## config.mk

```make
export PLATFORM = sky130hd
export DESIGN_NAME = lcdcol_driver
export DESIGN_NICKNAME = d
export VERILOG_FILES = /design/src/rtl/lcdcol_pkg.sv /design/src/rtl/lcdcol_edge_fall.sv /design/src/rtl/lcdcol_capture.sv /design/src/rtl/lcdcol_latch.sv /design/src/rtl/lcdcol_level.sv /design/src/rtl/lcdcol_driver.sv
export SDC_FILE = /design/constraint.sdc
export NUM_CORES = 1
export LEC_CHECK = 0
export BUFFER_PORTS_ARGS = -buffer_cell sky130_fd_sc_hd__buf_2
export CAP_MARGIN = 5
export CORE_MARGIN = 2
export CORE_UTILIZATION = 57
export CTS_CLUSTER_SIZE = 10
export DETAILED_ROUTE_END_ITERATION = 10
export PLACE_DENSITY_LB_ADDON = 0.3
export SLEW_MARGIN = 20
export SYNTH_ARGS = -nofsm -noshare
export SYNTH_HDL_FRONTEND = slang
export SYNTH_HIERARCHICAL = 1
export SYNTH_SLANG_ARGS = --single-unit
```

## constraint.sdc

```tcl
create_clock -name clk_i -period 5.27 [get_ports clk_i]
set_clock_uncertainty 0.1 [all_clocks]
set_input_delay 0.2635 -clock clk_i [delete_from_list [all_inputs] [get_ports clk_i]]
set_output_delay 0.2635 -clock clk_i [all_outputs]
set_load 0.05 [all_outputs]
```

## src/rtl/lcdcol_pkg.sv

```systemverilog
package lcdcol_pkg;
  typedef enum logic [1:0] {
    LVL_V0 = 2'b00,
    LVL_V2 = 2'b01,
    LVL_V3 = 2'b10,
    LVL_V5 = 2'b11
  } level_e;

  function automatic level_e pick_level(input logic on, input logic fr);
    if (on) return fr ? LVL_V0 : LVL_V5;
    else    return fr ? LVL_V2 : LVL_V3;
  endfunction
endpackage

```

## src/rtl/lcdcol_edge_fall.sv

```systemverilog
module lcdcol_edge_fall (
  input  logic clk_i,
  input  logic rst_ni,
  input  logic sig_i,
  output logic fall_o
);
  logic prev_q;

  always_ff @(posedge clk_i or negedge rst_ni) begin
    if (!rst_ni) prev_q <= 1'b0;
    else         prev_q <= sig_i;
  end

  assign fall_o = prev_q & ~sig_i;
endmodule

```

## src/rtl/lcdcol_capture.sv

```systemverilog
module lcdcol_capture #(
  parameter int SEG_N = 80,
  parameter int BUS_W = 4
) (
  input  logic             clk_i,
  input  logic             rst_ni,
  input  logic             shift_i,
  input  logic             latch_i,
  input  logic             en_n_i,
  input  logic             dir_i,
  input  logic [BUS_W-1:0] data_i,
  output logic [SEG_N-1:0] line_o,
  output logic             full_o
);
  localparam int STEPS = SEG_N / BUS_W;
  localparam int CNT_W = $clog2(STEPS + 1);

  logic [CNT_W-1:0] cnt_q;
  logic             take;
  logic [BUS_W-1:0] data_rev;

  // latch wins over a coincident shift
  assign take   = shift_i & ~latch_i & ~en_n_i & (cnt_q < CNT_W'(STEPS));
  assign full_o = (cnt_q == CNT_W'(STEPS));

  always_comb begin
    for (int b = 0; b < BUS_W; b++) data_rev[b] = data_i[BUS_W-1-b];
  end

  always_ff @(posedge clk_i or negedge rst_ni) begin
    if (!rst_ni)      cnt_q <= '0;
    else if (latch_i) cnt_q <= '0;
    else if (take)    cnt_q <= cnt_q + 1'b1;
  end

  // each column group is addressed by the slot that fills it
  for (genvar g = 0; g < STEPS; g++) begin : g_grp
    logic [BUS_W-1:0] grp_q;
    logic [CNT_W-1:0] slot;
    logic             wr;

    assign slot = dir_i ? CNT_W'(g) : CNT_W'(STEPS - 1 - g);
    assign wr   = take & (cnt_q == slot);

    always_ff @(posedge clk_i or negedge rst_ni) begin
      if (!rst_ni)  grp_q <= '0;
      else if (wr)  grp_q <= dir_i ? data_rev : data_i;
    end

    assign line_o[g*BUS_W +: BUS_W] = grp_q;
  end
endmodule

```

## src/rtl/lcdcol_latch.sv

```systemverilog
module lcdcol_latch #(
  parameter int SEG_N = 80
) (
  input  logic             clk_i,
  input  logic             rst_ni,
  input  logic             load_i,
  input  logic [SEG_N-1:0] line_i,
  output logic [SEG_N-1:0] bits_o
);
  always_ff @(posedge clk_i or negedge rst_ni) begin
    if (!rst_ni)     bits_o <= '0;
    else if (load_i) bits_o <= line_i;
  end
endmodule

```

## src/rtl/lcdcol_level.sv

```systemverilog
module lcdcol_level #(
  parameter int SEG_N = 80
) (
  input  logic [SEG_N-1:0]   bits_i,
  input  logic               fr_i,
  output logic [2*SEG_N-1:0] seg_o
);
  import lcdcol_pkg::*;

  for (genvar j = 0; j < SEG_N; j++) begin : g_col
    assign seg_o[2*j +: 2] = pick_level(bits_i[j], fr_i);
  end
endmodule

```

## src/rtl/lcdcol_driver.sv

```systemverilog
module lcdcol_driver #(
  parameter int SEG_N = 80,
  parameter int BUS_W = 4
) (
  input  logic               clk_i,
  input  logic               rst_ni,
  input  logic               scl_i,
  input  logic               lp_i,
  input  logic               fr_i,
  input  logic               dir_i,
  input  logic [BUS_W-1:0]   data_i,
  input  logic               en1_i,
  input  logic               en2_i,
  output logic               en1_o,
  output logic               en1_oe_o,
  output logic               en2_o,
  output logic               en2_oe_o,
  output logic [2*SEG_N-1:0] seg_o
);
  logic             scl_fall;
  logic             lp_fall;
  logic             en_in_n;
  logic             full;
  logic [SEG_N-1:0] line;
  logic [SEG_N-1:0] out_bits;

  lcdcol_edge_fall u_scl_edge (
    .clk_i (clk_i), .rst_ni(rst_ni), .sig_i(scl_i), .fall_o(scl_fall)
  );

  lcdcol_edge_fall u_lp_edge (
    .clk_i (clk_i), .rst_ni(rst_ni), .sig_i(lp_i), .fall_o(lp_fall)
  );

  // dir low: pin 2 listens, pin 1 drives
  assign en_in_n  = dir_i ? en1_i : en2_i;
  assign en1_oe_o = ~dir_i;
  assign en2_oe_o = dir_i;
  assign en1_o    = ~full;
  assign en2_o    = ~full;

  lcdcol_capture #(.SEG_N(SEG_N), .BUS_W(BUS_W)) u_cap (
    .clk_i  (clk_i),
    .rst_ni (rst_ni),
    .shift_i(scl_fall),
    .latch_i(lp_fall),
    .en_n_i (en_in_n),
    .dir_i  (dir_i),
    .data_i (data_i),
    .line_o (line),
    .full_o (full)
  );

  lcdcol_latch #(.SEG_N(SEG_N)) u_lat (
    .clk_i (clk_i),
    .rst_ni(rst_ni),
    .load_i(lp_fall),
    .line_i(line),
    .bits_o(out_bits)
  );

  lcdcol_level #(.SEG_N(SEG_N)) u_lvl (
    .bits_i(out_bits),
    .fr_i  (fr_i),
    .seg_o (seg_o)
  );
endmodule

```

==> results of run 1 <==
-- Yosys cell counts, types with 4 or more instances --
master,number
nand3_1,8
nand4_1,4
ha_1,162
mux2_2,84
inv_1,85
nor2_4,6
nor2_1,5
dfrtp_1,167
buf_12,8
xnor2_1,4
clkbuf_1,10
or2_1,80
mux2_4,81
nand2_1,10
-- sequential cells by signal, indices dropped and copies added, names as in the netlist --
signal	cells
u_lp_edge/prev_q	1
u_lat/bits_o	80
u_cap/cnt_q	5
u_cap/g_grp.grp_q	80
u_scl_edge/prev_q	1
-- cell type report --
| class | instances | area (um2) |
|---|---|---|
| inverter | 85 | 324 |
| tap | 225 | 282 |
| fill | 1346 | 5640 |
| timing repair buffer | 182 | 945 |
| multi-input combinational | 474 | 5170 |
| clock buffer | 23 | 488 |
| sequential | 167 | 4180 |
| clock inverter | 8 | 144 |
-- repair_timing --
action,4_1_cts,5_1_grt
setup buffers,0,0
hold buffers,3,0
resized for setup,0,0
endpoints found under the hold margin,117,0
-- logic make-up (layout without fill, tap and decap cells) --
family / after synthesis / in the layout / synth area share
AOI/OAI and AO/OA: 7 / 7 / 0.00390
buffers and inverters: 111 / 298 / 0.0587
DFF: 167 / 167 / 0.421
and+or+nand+nor: 132 / 132 / 0.0874
adders and majority gates: 162 / 162 / 0.204
muxes: 165 / 165 / 0.218
xor gates and xnor gates: 8 / 8 / 0.00781
-- power by group --
part | internal, mW | leakage [nW] | switching, mW
Clock | 0.840 | 0.313 | 0.475
Sequential | 1.42 | 2.28 | 0.106
Combinational | 0.386 | 3.48 | 0.953
-- path summary, 6_finish.rpt --
check	startpoint	cells past startpoint	to	slack, ns
setup / recovery	fr_i	6	seg_o[143]	2.67
hold / removal	en1_i	5	u_cap/cnt_q[1]$_DFFE_PN0P_	0.30
setup reg to reg	u_lp_edge/prev_q$_DFF_PN0_	6	u_cap/g_grp[7].grp_q[2]$_DFFE_PN0P_	2.80
hold reg to reg	u_cap/g_grp[9].grp_q[2]$_DFFE_PN0P_	1	u_lat/bits_o[38]$_DFFE_PN0P_	0.40
max in group asynchronous	rst_ni	3	u_cap/g_grp[6].grp_q[1]$_DFFE_PN0P_	3.48
min in group asynchronous	rst_ni	2	u_lat/bits_o[26]$_DFFE_PN0P_	0.41
-- per-layer routing --
| metal | share of wire | wire [um] |
|---|---|---|
| met1 | 0.48 | 8230 |
| met2 | 0.47 | 7950 |
| met4 | 0.012 | 204 |
| met5 | 0 | 0 |
| met3 | 0.035 | 596 |
-- critical path: cells and delay by family --
family | cells | cell delay (ns)
buffers and inverters | 4 | 1.58
adder cells (fa/ha/maj) | 1 | 0.24
AND/OR/NAND/NOR | 1 | 0.10
-- metrics by stage --
step / power (mW) / area, um2 / instances
2_1_floorplan: 2.68 / 9940 / 752
3_3_place_gp: 2.87 / 10900 / 1130
3_5_place_dp: 2.90 / 10900 / 1130
4_1_cts: 4.23 / 11500 / 1164
5_1_grt: 4.38 / 11500 / 1164
6_report: 4.18 / 11500 / 1164
==> metrics.csv, run 1 <==
metric,value,unit
h-tree-depth,4,
critical_path_required,4.91,ns
finalSetupViolCount,0,
status,finished clean,
yosys.area.top_type,dfrtp_1,
vias_per_cell,4.99,
setup_slack,2.67,ns
crit_top_cell,buf_2,
gr-usage-all-layers,0.190,
dieArea,0.0185,mm2
wire_per_inst,14.6,um
hold_path_class,in2reg,
worst_ir_drop_vdd,0.288,mV
core-area,0.0172,mm2
io_buffers,175,
power.density,362,mW/mm2
first_pass_iters,4,
final_cell_mix,"buf_2 (174), dfrtp_1 (167), ha_1 (162)",
final_common_cell,buf_2,
insertion_delay,0.42,ns
ys_async_sr_fraction,1.00,
yosysTopAreaCellShare,0.421,
synthesis.instances,752,
p_leak,6.07,nW
tns,0,ns
synth_warnings,6,
first_global_vias,5455,
drive_gt1_frac,0.416,
met2_usage,0.303,
grt_use_met1,0.267,
busiest_layer,met2,
worstMarginPinSlew,0.923,ns
syn-num-nets,926,
drt_iter0_drc,204,
max_freq,385,MHz
grt_max_degree,117,
finalNetCount,1101,
slowest_stage,inv_6,
syn_area,0.00994,mm2
place.gp.congestion,0.760,
fin_hold_ws,0.304,ns
grt.overflow.total,0,
dieWidth,136,um
criticalPathCategory,in2out,
pre_cts_ws,2.65,ns
synthDistinctLibCells,36,
synthTopCellsByArea,"dfrtp_1 (42%), ha_1 (20%), mux2_4 (12%)",
post-route-period-util,0.493,
drv_cap,0,
ys_ff_latch,167,
period_needed,2.60,ns
fp.dieH,136,um
row_count,48,
antennaDiodeCount,0,
start_util,0.578,
root_buffer,clkbuf_16,
antenna_found_initial,0,
cts_sinks,167,
place.detailed.hpwl,11400,um
fin_util,0.672,
cts_tree,done,
drc_errors,0,
vias,5806,
relSlewSlack,0.384,
worstPathCellList,buf_2 -> inv_6 -> buf_4 -> ha_1 -> or2_1 -> buf_2,
syn_area_per_cell,13.2,um2
slowest_delay,0.63,ns
detail-route-antenna-nets,0,
drt-total-wl,17000,um
arrival,2.23,ns
endpoint_kind,primary output,
rsz0062_at_grt,false,
synth-main-ff-cell,dfrtp_1,
drv_slew,0,
cts_buffer_depth,2,
hold_violations,0,
crit_fanout,115,
area_growth,16.1,%
ys_seq_area_frac,0.421,
io_pins,176,
cts_made_buffers,17,
worstSetupStartpointType,input pin,
synth-edff-count,0,
grt_pass1_wl,27800,um
gr-usage-met3,0.0384,
clk_pin_slew,0.06,ns
Power figures use the tool's default switching activity.
==> run 2: changes to the inputs <==
--- a/config.mk
+++ b/config.mk
@@ -8,7 +8,7 @@
 export BUFFER_PORTS_ARGS = -buffer_cell sky130_fd_sc_hd__buf_2
 export CAP_MARGIN = 5
 export CORE_MARGIN = 2
-export CORE_UTILIZATION = 57
+export CORE_UTILIZATION = 51
 export CTS_CLUSTER_SIZE = 10
 export DETAILED_ROUTE_END_ITERATION = 10
 export PLACE_DENSITY_LB_ADDON = 0.3
==> constraint.sdc (replaced) <==
create_clock -name clk_i -period 2.1 [get_ports clk_i]
set_clock_uncertainty 0.1 [all_clocks]
set_input_delay 0.105 -clock clk_i [delete_from_list [all_inputs] [get_ports clk_i]]
set_output_delay 0.105 -clock clk_i [all_outputs]
set_load 0.05 [all_outputs]
==> run 2 against run 1 <==
Against the previous run:
- sequential cell count is the same
- non-clock buffer count grew 11
- design area grew 3.0%
- critical path depth is the same
- hold slack lost 0.17 ns
- count of clock-buffer cells in the layout shrank 4
- register-to-register slack lost 2.6 ns
- first-iteration DRC count shrank 14%
- die area grew 11%
- global-route usage shrank 1.3 points
- cell count grew 4.5%
- via count grew 0.84%
- largest cell class unchanged
- largest power group unchanged
==> metrics.csv, run 2 (synthesized netlist as in run 1, its figures left out) <==
metric,value,unit
grt_max_degree,85,
sw_frac_of_total,0.375,
cts_buffer_depth,2,
core-area,0.0193,mm2
crit_family,buffers and inverters,
drc_errors,0,
fp.dieH,144,um
cts_made_buffers,17,
drv_slew,0,
start_util,0.516,
row_count,51,
endpoint_kind,primary output,
power,10.5,mW
antennaDiodeCount,0,
place_inst,1181,
crit_fanout,7,
antenna_found_initial,1,
cts_tree,done,
busiest_layer,met2,
io_buffers,175,
r2r_cells,5,
rsz0062_at_grt,true,
met2_usage,0.277,
detail-route-antenna-nets,0,
clk_pin_slew,0.06,ns
status,finished clean,
finalNetCount,1112,
insertion_delay,0.42,ns
post-route-period-util,0.952,
fin_util,0.617,
p_leak,6.18,nW
h-tree-depth,4,
grt_use_met1,0.247,
tns,0,ns
max_freq,500,MHz
critPathBufInv,4,
crit_top_cell,inv_1,
first_pass_iters,4,
drt_iter0_drc,176,
worstSetupStartpointType,flip-flop,
drive_gt1_frac,0.512,
relSlewSlack,0.406,
slowest_delay,0.44,ns
criticalPathCategory,reg2out,
cp.depth,6,
hold_path_class,in2async,
arrival,1.79,ns
top_regs,"u_cap/g_grp.grp_q: 80 flops, u_lat/bits_o: 80 flops, u_cap/cnt_q: 5 flops",
first_global_vias,5657,
worst_ir_drop_vdd,0.857,mV
period_needed,2.00,ns
cts_sinks,167,
fin_cells,1216,
gr-usage-met3,0.0397,
fillers,1589,
comb_power_share,0.345,
power.internal,6.56,mW
critical_path_required,1.89,ns
vias_per_cell,4.81,
worstPathCellList,buf_4 -> inv_1 -> ha_1 -> and4b_1 -> inv_1 -> buf_2,
slowest_stage,dfrtp_2,
hold_violations,0,
dieWidth,144,um
power.density,883,mW/mm2
power_frac_clock,0.291,
place.gp.congestion,0.776,
grt_pass1_wl,28700,um
grt.overflow.total,0,
power.switching,3.93,mW
vias,5855,
drt-total-wl,17300,um
gr-usage-all-layers,0.177,
final_common_cell,buf_2,
root_buffer,clkbuf_16,
io_pins,176,
wire_per_inst,14.3,um
place.detailed.hpwl,12000,um
final_cell_mix,"buf_2 (174), dfrtp_1 (166), ha_1 (162)",
power_frac_seq,0.364,
cts_setup_buffers,0,
worstMarginPinSlew,0.891,ns
drv_cap,0,
finalSetupViolCount,0,
dieArea,0.0206,mm2
area_growth,19.6,%
## run 2: cell type report
class	instances	area, um2	area share
inverter	85	323	0.0272
timing repair buffer	193	1090	0.0915
tap	265	332	0.0279
clock inverter	13	130	0.0109
multi-input combinational	474	5380	0.453
clock buffer	19	453	0.0381
sequential	167	4180	0.352
## run 2: per-stage QoR
step / instance area, um2 / hold slack (ns) / worst slack (ns)
detailed placement: 11300 / 0.0403 / 0.0883
floorplan: 10100 / -0.291 / -1.02
global route: 11900 / 0.196 / -0.0119
finish: 11900 / 0.138 / 0.100
CTS: 11900 / 0.166 / 0.0255
global placement: 11300 / 0.0344 / 0.119
## run 2: worst paths after layout
| check | from | endpoint | slack (ns) |
|---|---|---|---|
| max in group asynchronous | rst_ni | u_lat/bits_o[58]$_DFFE_PN0P_ | 1.10 |
| max | u_cap/cnt_q[1]$_DFFE_PN0P_ | en1_o | 0.10 |
| min in group clk_i | en2_i | u_cap/cnt_q[3]$_DFFE_PN0P_ | 0.18 |
| min | rst_ni | u_lat/bits_o[4]$_DFFE_PN0P_ | 0.14 |
| max reg2reg | u_lp_edge/prev_q$_DFF_PN0_ | u_cap/g_grp[15].grp_q[3]$_DFFE_PN0P_ | 0.17 |
| min reg2reg | u_cap/g_grp[17].grp_q[0]$_DFFE_PN0P_ | u_lat/bits_o[68]$_DFFE_PN0P_ | 0.40 |
## run 2: timing repair
action	in CTS	in global routing
hold endpoints to repair	60	0
setup endpoints to repair	0	18
hold buffers	3	0
resized for setup	0	2
## run 2: per-layer routing
layer	part of all wire	vias to the layer above
li1	-	2851
met1	0.47	2869
met2	0.47	114
met3	0.042	21
met4	0.018	0
met5	0	-
## run 2: power by group through the flow
| stage | Combinational (mW) | Clock (mW) | Sequential (mW) |
|---|---|---|---|
| floorplan | 3.17 | 0 | 3.79 |
| global placement | 3.60 | 0 | 3.87 |
| detailed placement | 3.64 | 0 | 3.88 |
| CTS | 3.66 | 3.11 | 3.83 |
| global route | 3.88 | 3.28 | 3.88 |
| finish | 3.62 | 3.05 | 3.82 |
